$ cat config.mk
export PLATFORM = sky130hd
export DESIGN_NAME = dram_retention_seq
export DESIGN_NICKNAME = d
export VERILOG_FILES = /design/src/rtl/rts_pkg.sv /design/src/rtl/rts_walker.sv /design/src/rtl/rts_pacer.sv /design/src/rtl/rts_err_log.sv /design/src/rtl/dram_retention_seq.sv
export SDC_FILE = /design/constraint.sdc
export NUM_CORES = 1
export LEC_CHECK = 0
export BUFFER_PORTS_ARGS = -buffer_cell sky130_fd_sc_hd__buf_2
export CAP_MARGIN = 5
export CORE_ASPECT_RATIO = 1.2
export CORE_MARGIN = 3
export CORE_UTILIZATION = 25
export DETAILED_ROUTE_END_ITERATION = 10
export MAX_ROUTING_LAYER = met4
export SYNTH_ARGS = -nofsm -noshare
export SYNTH_HDL_FRONTEND = slang
export SYNTH_SLANG_ARGS = --single-unit
$ cat constraint.sdc
create_clock -name clk -period 8.1 [get_ports clk]
set_clock_uncertainty 0.05 [all_clocks]
set_input_delay 2.43 -clock clk [delete_from_list [all_inputs] [get_ports clk]]
set_output_delay 2.43 -clock clk [all_outputs]
set_load 0.01 [all_outputs]
$ cat src/rtl/rts_pkg.sv
package rts_pkg;

    typedef enum logic [1:0] {
        ST_IDLE  = 2'd0,
        ST_FILL  = 2'd1,
        ST_SCAN  = 2'd2,
        ST_PAUSE = 2'd3
    } seq_state_e;

    localparam int MAX_DATA_W = 64;

    function automatic logic [3:0] pattern_nibble(input logic [1:0] sel);
        case (sel)
            2'd0:    return 4'b0101;
            2'd1:    return 4'b1010;
            2'd2:    return 4'b0011;
            default: return 4'b1100;
        endcase
    endfunction

    function automatic logic [MAX_DATA_W-1:0] pattern_word(input logic [1:0] sel);
        logic [3:0] nib;
        logic [MAX_DATA_W-1:0] w;
        nib = pattern_nibble(sel);
        for (int i = 0; i < MAX_DATA_W; i++) begin
            w[i] = nib[i % 4];
        end
        return w;
    endfunction

endpackage

$ cat src/rtl/rts_walker.sv
module rts_walker #(
    parameter int ADDR_W = 10
) (
    input  logic              clk,
    input  logic              rst,
    input  logic              clear,
    input  logic              step,
    input  logic [ADDR_W-1:0] base,
    output logic [ADDR_W-1:0] addr,
    output logic              last
);
    localparam logic [ADDR_W-1:0] IDX_MAX = {ADDR_W{1'b1}};

    logic [ADDR_W-1:0] idx_q;

    always_ff @(posedge clk) begin
        if (rst || clear) begin
            idx_q <= '0;
        end else if (step) begin
            idx_q <= idx_q + 1'b1;
        end
    end

    always_comb begin
        addr = base + idx_q;
        last = (idx_q == IDX_MAX);
    end
endmodule

$ cat src/rtl/rts_pacer.sv
module rts_pacer #(
    parameter int WAIT_W = 32
) (
    input  logic              clk,
    input  logic              rst,
    input  logic              load,
    input  logic [WAIT_W-1:0] load_val,
    input  logic              dec,
    output logic              hit
);
    logic [WAIT_W-1:0] cnt_q;

    always_ff @(posedge clk) begin
        if (rst) begin
            cnt_q <= '0;
        end else if (load) begin
            cnt_q <= load_val;
        end else if (dec && cnt_q != '0) begin
            cnt_q <= cnt_q - 1'b1;
        end
    end

    assign hit = (cnt_q == {{(WAIT_W-1){1'b0}}, 1'b1});
endmodule

$ cat src/rtl/rts_err_log.sv
module rts_err_log #(
    parameter int ADDR_W = 10,
    parameter int DATA_W = 16,
    parameter int ERR_W  = 32
) (
    input  logic              clk,
    input  logic              rst,
    input  logic              clear,
    input  logic              check,
    input  logic [ADDR_W-1:0] addr,
    input  logic [DATA_W-1:0] rdata,
    input  logic [DATA_W-1:0] expected,
    output logic [ERR_W-1:0]  err_count,
    output logic              first_valid,
    output logic [ADDR_W-1:0] first_addr,
    output logic [DATA_W-1:0] first_data
);
    localparam logic [ERR_W-1:0] ERR_MAX = {ERR_W{1'b1}};

    logic mismatch;
    assign mismatch = check && (rdata != expected);

    always_ff @(posedge clk) begin
        if (rst || clear) begin
            err_count   <= '0;
            first_valid <= 1'b0;
            first_addr  <= '0;
            first_data  <= '0;
        end else if (mismatch) begin
            if (err_count != ERR_MAX) begin
                err_count <= err_count + 1'b1;
            end
            if (!first_valid) begin
                first_valid <= 1'b1;
                first_addr  <= addr;
                first_data  <= rdata;
            end
        end
    end
endmodule

$ cat src/rtl/dram_retention_seq.sv
module dram_retention_seq
    import rts_pkg::*;
#(
    parameter int ADDR_W   = 10,
    parameter int DATA_W   = 16,
    parameter int WAIT_W   = 32,
    parameter int ERR_W    = 32,
    parameter int ROT_STEP = 37
) (
    input  logic              clk,
    input  logic              rst,
    input  logic              start_i,
    input  logic              abort_i,
    input  logic              rotate_i,
    input  logic [ADDR_W-1:0] cfg_start_addr_i,
    input  logic [1:0]        cfg_pattern_i,
    input  logic [WAIT_W-1:0] cfg_wait_i,
    output logic              mem_req_o,
    output logic              mem_we_o,
    output logic [ADDR_W-1:0] mem_addr_o,
    output logic [DATA_W-1:0] mem_wdata_o,
    input  logic              mem_ack_i,
    input  logic [DATA_W-1:0] mem_rdata_i,
    output logic              refresh_en_o,
    output logic              busy_o,
    output logic              done_o,
    output logic [ADDR_W-1:0] pass_start_o,
    output logic [1:0]        pass_pattern_o,
    output logic [ERR_W-1:0]  err_count_o,
    output logic              first_err_valid_o,
    output logic [ADDR_W-1:0] first_err_addr_o,
    output logic [DATA_W-1:0] first_err_data_o
);
    localparam logic [ADDR_W-1:0] ROT_INC = ADDR_W'(ROT_STEP);

    seq_state_e        state_q;
    logic [ADDR_W-1:0] pass_start_q;
    logic [1:0]        pass_sel_q;
    logic [WAIT_W-1:0] wait_q;
    logic              done_q;

    logic              start_acc;
    logic              fire;
    logic              wr_fire;
    logic              rd_fire;
    logic              walk_last;
    logic              walk_clear;
    logic              walk_step;
    logic              pace_hit;
    logic [ADDR_W-1:0] walk_addr;
    logic [ADDR_W-1:0] next_start;
    logic [1:0]        next_sel;
    logic [MAX_DATA_W-1:0] pat_full;
    logic [DATA_W-1:0] pat_word;

    always_comb begin
        busy_o     = (state_q != ST_IDLE);
        mem_req_o  = (state_q == ST_FILL) || (state_q == ST_SCAN);
        mem_we_o   = (state_q == ST_FILL);
        start_acc  = (state_q == ST_IDLE) && start_i;
        fire       = mem_req_o && mem_ack_i && !abort_i;
        wr_fire    = fire && mem_we_o;
        rd_fire    = fire && !mem_we_o;
        walk_clear = start_acc || (wr_fire && walk_last);
        walk_step  = fire && !walk_last;
        next_start = rotate_i ? pass_start_q + ROT_INC : cfg_start_addr_i;
        next_sel   = rotate_i ? pass_sel_q + 2'd1 : cfg_pattern_i;
        pat_full   = pattern_word(pass_sel_q);
        pat_word   = pat_full[DATA_W-1:0];
    end

    always_ff @(posedge clk) begin
        if (rst) begin
            state_q      <= ST_IDLE;
            pass_start_q <= '0;
            pass_sel_q   <= '0;
            wait_q       <= '0;
            done_q       <= 1'b0;
        end else if (state_q == ST_IDLE) begin
            if (start_i) begin
                state_q      <= ST_FILL;
                pass_start_q <= next_start;
                pass_sel_q   <= next_sel;
                wait_q       <= cfg_wait_i;
                done_q       <= 1'b0;
            end
        end else if (abort_i) begin
            state_q <= ST_IDLE;
        end else begin
            case (state_q)
                ST_FILL: begin
                    if (wr_fire && walk_last) begin
                        state_q <= ST_SCAN;
                    end
                end
                ST_SCAN: begin
                    if (rd_fire) begin
                        if (walk_last) begin
                            state_q <= ST_IDLE;
                            done_q  <= 1'b1;
                        end else if (wait_q != '0) begin
                            state_q <= ST_PAUSE;
                        end
                    end
                end
                ST_PAUSE: begin
                    if (pace_hit) begin
                        state_q <= ST_SCAN;
                    end
                end
                default: state_q <= ST_IDLE;
            endcase
        end
    end

    rts_walker #(.ADDR_W(ADDR_W)) u_walker (
        .clk   (clk),
        .rst   (rst),
        .clear (walk_clear),
        .step  (walk_step),
        .base  (pass_start_q),
        .addr  (walk_addr),
        .last  (walk_last)
    );

    rts_pacer #(.WAIT_W(WAIT_W)) u_pacer (
        .clk      (clk),
        .rst      (rst),
        .load     (rd_fire && !walk_last),
        .load_val (wait_q),
        .dec      (state_q == ST_PAUSE),
        .hit      (pace_hit)
    );

    rts_err_log #(.ADDR_W(ADDR_W), .DATA_W(DATA_W), .ERR_W(ERR_W)) u_log (
        .clk         (clk),
        .rst         (rst),
        .clear       (start_acc),
        .check       (rd_fire),
        .addr        (walk_addr),
        .rdata       (mem_rdata_i),
        .expected    (pat_word),
        .err_count   (err_count_o),
        .first_valid (first_err_valid_o),
        .first_addr  (first_err_addr_o),
        .first_data  (first_err_data_o)
    );

    assign mem_addr_o     = walk_addr;
    assign mem_wdata_o    = pat_word;
    assign refresh_en_o   = !busy_o;
    assign done_o         = done_q;
    assign pass_start_o   = pass_start_q;
    assign pass_pattern_o = pass_sel_q;
endmodule

==> Yosys cells after proc, flatten, opt, wreduce, memory -nomap -nowiden <==
Cells that the tools add are included.
{ "word_totals": {"regBits": 148, "input_bits": 66, "output_inout_bits": 102} }
{ "op_classes": {"n_addsub": 6, "eq_ne": 15, "n_mux": 20, "bitwise": 1, "reduce_logical": 32} }
{ "ops": {"columns": ["operator", "n"], "rows": [
  ["32-bit 2-to-1 mux", 2],
  ["32-bit nonzero test", 2],
  ["32-bit by 1-bit adder with 32-bit output, second input constant", 1],
  ["32-bit by 1-bit equality test with 1-bit output, second input constant", 1],
  ["32-bit inequality test, second input constant", 1],
  ["32-bit by 1-bit subtractor with 32-bit output, second input constant", 1],
  ["2-bit 2-to-1 mux", 9],
  ["16-bit inequality test", 1],
  ["4-bit one-hot mux with 3 select lines", 1],
  ["10-bit by 1-bit adder with 10-bit output, second input constant", 1],
  ["10-bit adder", 1],
  ["10-bit by 6-bit adder with 10-bit output, second input constant", 1],
  ["10-bit equality test, second input constant", 1],
  ["1-bit logical AND", 10],
  ["10-bit 2-to-1 mux", 1],
  ["5-bit AND reduction", 2],
  ["2-bit nonzero test", 5],
  ["2-bit equality test, second input constant", 3],
  ["1-bit 2-to-1 mux", 6],
  ["2-bit one-hot mux with 3 select lines", 1],
  ["2-bit AND reduction", 3],
  ["5-bit by 3-bit inequality test with 1-bit output, second input constant", 1],
  ["2-bit by 1-bit equality test with 1-bit output, second input constant", 2],
  ["1-bit logical NOT", 4],
  ["9 further kinds", 13]
]} }

==> Longest topological paths before layout <==
{ "logic_depth": {"word_depth": 10, "mapped_depth": 10, "depth_no_buf": 8} }

==> Hierarchy <==
A second synthesis with hierarchy kept.
{ "unflattened": {"hier_cells": 1008, "area_unflattened_um2": 8295.5} }
{ "modules_own_cells": {"columns": ["mod", "n_inst", "cells_each", "area_each_um2"], "rows": [
  ["rts_err_log", 1, 350, 3007.9],
  ["dram_retention_seq", 1, 306, 2431.1],
  ["rts_pacer", 1, 250, 2023.2],
  ["rts_walker", 1, 102, 833.3]
]} }

==> Least setup slack after synthesis <==
No wires, ideal clock.
{ "synth_timing": {"path_type": "reg2out", "startpoint": "reg pass_start_q[0], in the netlist pass_start_o[0]", "endpoint": "out mem_addr_o[8]", "arrival_ps": 1979, "required_time_ps": 5620, "slack_ps": 3641, "stages_incl_launch_ff": 7, "path_buffers": 0, "path_cell_list": "dfxtp_1 > ha_1 > fa_1 > a21o_1 > a221o_1 > o41ai_1 > xnor2_1"} }
{ "synth_via": {"elab_chain_len": 1} }
{ "synth_lines": {"columns": ["element", "line", "rtl"], "rows": [
  ["start: declaration", "dram_retention_seq.sv:37", "logic [ADDR_W-1:0] pass_start_q;"],
  ["start signal: assignment", "dram_retention_seq.sv:82", "pass_start_q <= next_start;"],
  ["10-bit adder", "rts_walker.sv:25", "addr = base + idx_q;"],
  ["end: declaration", "dram_retention_seq.sv:20", "output logic [ADDR_W-1:0] mem_addr_o,"]
]} }
Every way passes these cells.

==> Final worst setup path <==
Ends and elaborated chain as after synthesis.

==> flow_summary.yaml <==
logic_synthesis:
  synth-adder-area-share_pct: 4.064
  yosysSeqAreaShare_pct: 39.12
  synth-compound-area-share_pct: 15.18
  syn-mean-instance-area_um2: 8.205
  yosysTopAreaCell: "dfxtp_1"
  ys.flop_type: "dfxtp_1"
  syn_inst: 923
  synth_seq_cells: 148
  yosysMostFrequentCell: "dfxtp_1"
  synth_top_family_by_area: "simple AND/OR/NAND/NOR gates"
  synth_xor_area_share_pct: 5.551
  synthTopCellsByCount: "dfxtp_1, nor2_1, nand2_1"
  synth_simple_gate_area_share_pct: 27.29
  synthArstFlopShare_pct: 0
  netlist_area_um2: 7574
  synth_edf_count: 0
  syn_nets: 1013
  synth.area.top_cells: "dfxtp_1, nor2_1, nand2_1, a21oi_1, mux2i_1"
  netlist.area_leader.share_pct: 39.12
  yosysWarnings: 0
  yosysUniqueCellTypes: 59
  synthMuxAreaShare_pct: 4.428
layout:
  finalCoreUtilization_pct: 31.01
  design_area_um2: 9209
  seq_area_um2: 2963
  stdcell_count: 1457
  drive_above_1_share_pct: 20.38
  fillerInstances: 3201
  layout.nets: 1144
  areaGrowthSynthToFinish_pct: 21.59
  multiInputGateArea_um2: 4284
outcome:
  status: "completed"
worst_hold_path:
  min_path_type: "flip-flop to flip-flop"
floorplanning:
  boundaryPins: 168
  initial_core_util_pct: 25.50
  die_x_um: 164.9
  die_h_um: 196.7
  rows: 69
  die-area_um2: 32430
  core_region_area_um2: 29700
sta:
  min_period_ps: 5211
  hold_viol_final: 0
  max_freq_ghz: 0.1919
  slew-limit-headroom_pct: 21.31
  hold_slack_ps: 421.6
  tns_ps: 0
  finalCritPeriodShare_pct: 64.33
  setup_viol: 0
  worst_pin_slew_ps: 1177
  rsz0062_at_grt: "false"
  final_max_slew_viol_count: 0
  worst_slack_ps: 2889
placed_design:
  port_buffers: 167
  post_dp_cell_area_um2: 8665
  place_congestion: 0.8101
  place_inst: 1425
  dp_hpwl_um: 16380
  place_ws_ps: 2866
critical_path:
  cp.arrival_ps: 2730
  critPathCaptureType: "output pin"
  cp-start-kind: "flip-flop"
  crit_fanout: 6
  crit_required_ps: 5620
  path_class: "flip-flop to output pin"
route:
  vias: 7087
  drcViolationCount: 0
  drt_pre_antenna_iters: 5
  ant_nets: 0
  drtIter0Drc: 417
  vias_per_cell: 4.864
  wl_per_cell_um: 15.30
  routed_wl_um: 22290
cts:
  hold_buffers: 0
  cts_root_buf: "clkbuf_16"
  h-tree-depth: 4
  cts_tree: "done"
  insertion_delay_ps: 420
  clk_pin_slew_worst_paths_ps: 60
  cts_buffer_depth: 2
  cts_buffers: 17
  cts_resized: 0
  cts.sink_count: 148
  cts_setup_buffers: 0
power:
  p_per_area_nw_per_um2: 202.9
  power_mw: 1.868
  p_leak_nw: 3.805
  ir_worst_vdd_v: 0.0001150
grt:
  grt_max_degree: 63
  first_global_vias: 6710
  groute.usage.overall_pct: 13.99
  antenna_found_initial: 2
  overflow: 0
  grt_first_pass_wirelength_um: 35440
job:
  cap_violations: 0
-- path summary, 6_finish.rpt --
| kind | start | endpoint | slack, ps | cells past startpoint |
|---|---|---|---|---|
| worst min-delay path | wait_q[14]$_SDFFE_PP0P_ | wait_q[14]$_SDFFE_PP0P_ | 420 | 2 |
| worst max-delay path | pass_start_o[0]$_SDFFE_PP0P_ | mem_addr_o[8] | 2890 | 7 |
| worst min register to register | wait_q[14]$_SDFFE_PP0P_ | wait_q[14]$_SDFFE_PP0P_ | 420 | 2 |
| worst max register to register | pass_pattern_o[0]$_SDFFE_PP0P_ | u_log.err_count[29]$_SDFFE_PP0P_ | 4470 | 8 |
-- cell type report --
type / instances / share of cell area, %
tap: 390 / 5.299
clock inverter: 13 / 1.236
inverter: 13 / 0.5299
clock buffer: 17 / 4.620
antenna: 2 / 0.05435
timing repair buffer: 173 / 9.565
multi-input combinational: 701 / 46.52
sequential: 148 / 32.17
-- cell families after synthesis --
| family | Yosys count |
|---|---|
| xor gates and xnor gates | 48 |
| and+or+nand+nor | 417 |
| adders and majority gates | 24 |
| AOI/OAI and AO/OA | 179 |
| buffers and inverters | 74 |
| muxes | 33 |
| DFF | 148 |
-- critical path: stages, from the launching register on --
cell     delay (ps)
dfxtp_1         390
ha_1            270
fa_1            420
a21o_1          190
a221o_1         330
o41ai_1         310
xnor2_1         210
buf_2           190
-- layer usage --
| metal | GRT usage (%) | vias up | part of all wire, % |
|---|---|---|---|
| met1 | 16.65 | 3299 | 44 |
| met4 | 3.884 | 0 | 1.2 |
| met3 | 3.153 | 18 | 5.8 |
| met5 | - | - | 0 |
| met2 | 23.70 | 171 | 49 |
| li1 | - | 3599 | - |
-- report_power, final --
part / leakage (nW) / internal (mW) / total [mW] / switching, mW
logic: 2.34 / 0.118 / 0.327 / 0.209
clock network: 0.264 / 0.419 / 0.741 / 0.322
registers: 1.20 / 0.762 / 0.800 / 0.0379
total: 3.80 / 1.30 / 1.87 / 0.569
-- registers in the layout, summed over array words and instances (netlist names) --
signal / count
u_log.first_data: 16
pass_pattern_o: 2
u_log.first_addr: 10
wait_q: 32
done_o: 1
u_walker.idx_q: 10
u_log.first_valid: 1
u_log.err_count: 32
state_q: 2
u_pacer.cnt_q: 32
pass_start_o: 10
-- layout by cell type (no fill, tap or decap), types with 4 or more instances in the layout --
cell type  instances
buf_2            167
dfxtp_1          148
nor2_1           123
nand2_1          112
a21oi_1           75
a211oi_1          33
mux2i_1           32
xnor2_1           29
nand3_1           24
nor4_1            24
ha_1              23
nand4_1           22
or4_1             21
nor3_1            20
xor2_1            19
or3_1             17
clkbuf_16         17
o21ai_0           15
o31ai_1           14
inv_1             13
and2_1            10
a311oi_1           9
and3_1             8
and4_1             7
nand3b_1           7
o21ai_1            6
buf_4              6
clkinv_2           5
o41ai_1            4
o22ai_1            4
clkinv_4           4
(Power assumes the default switching activity.)
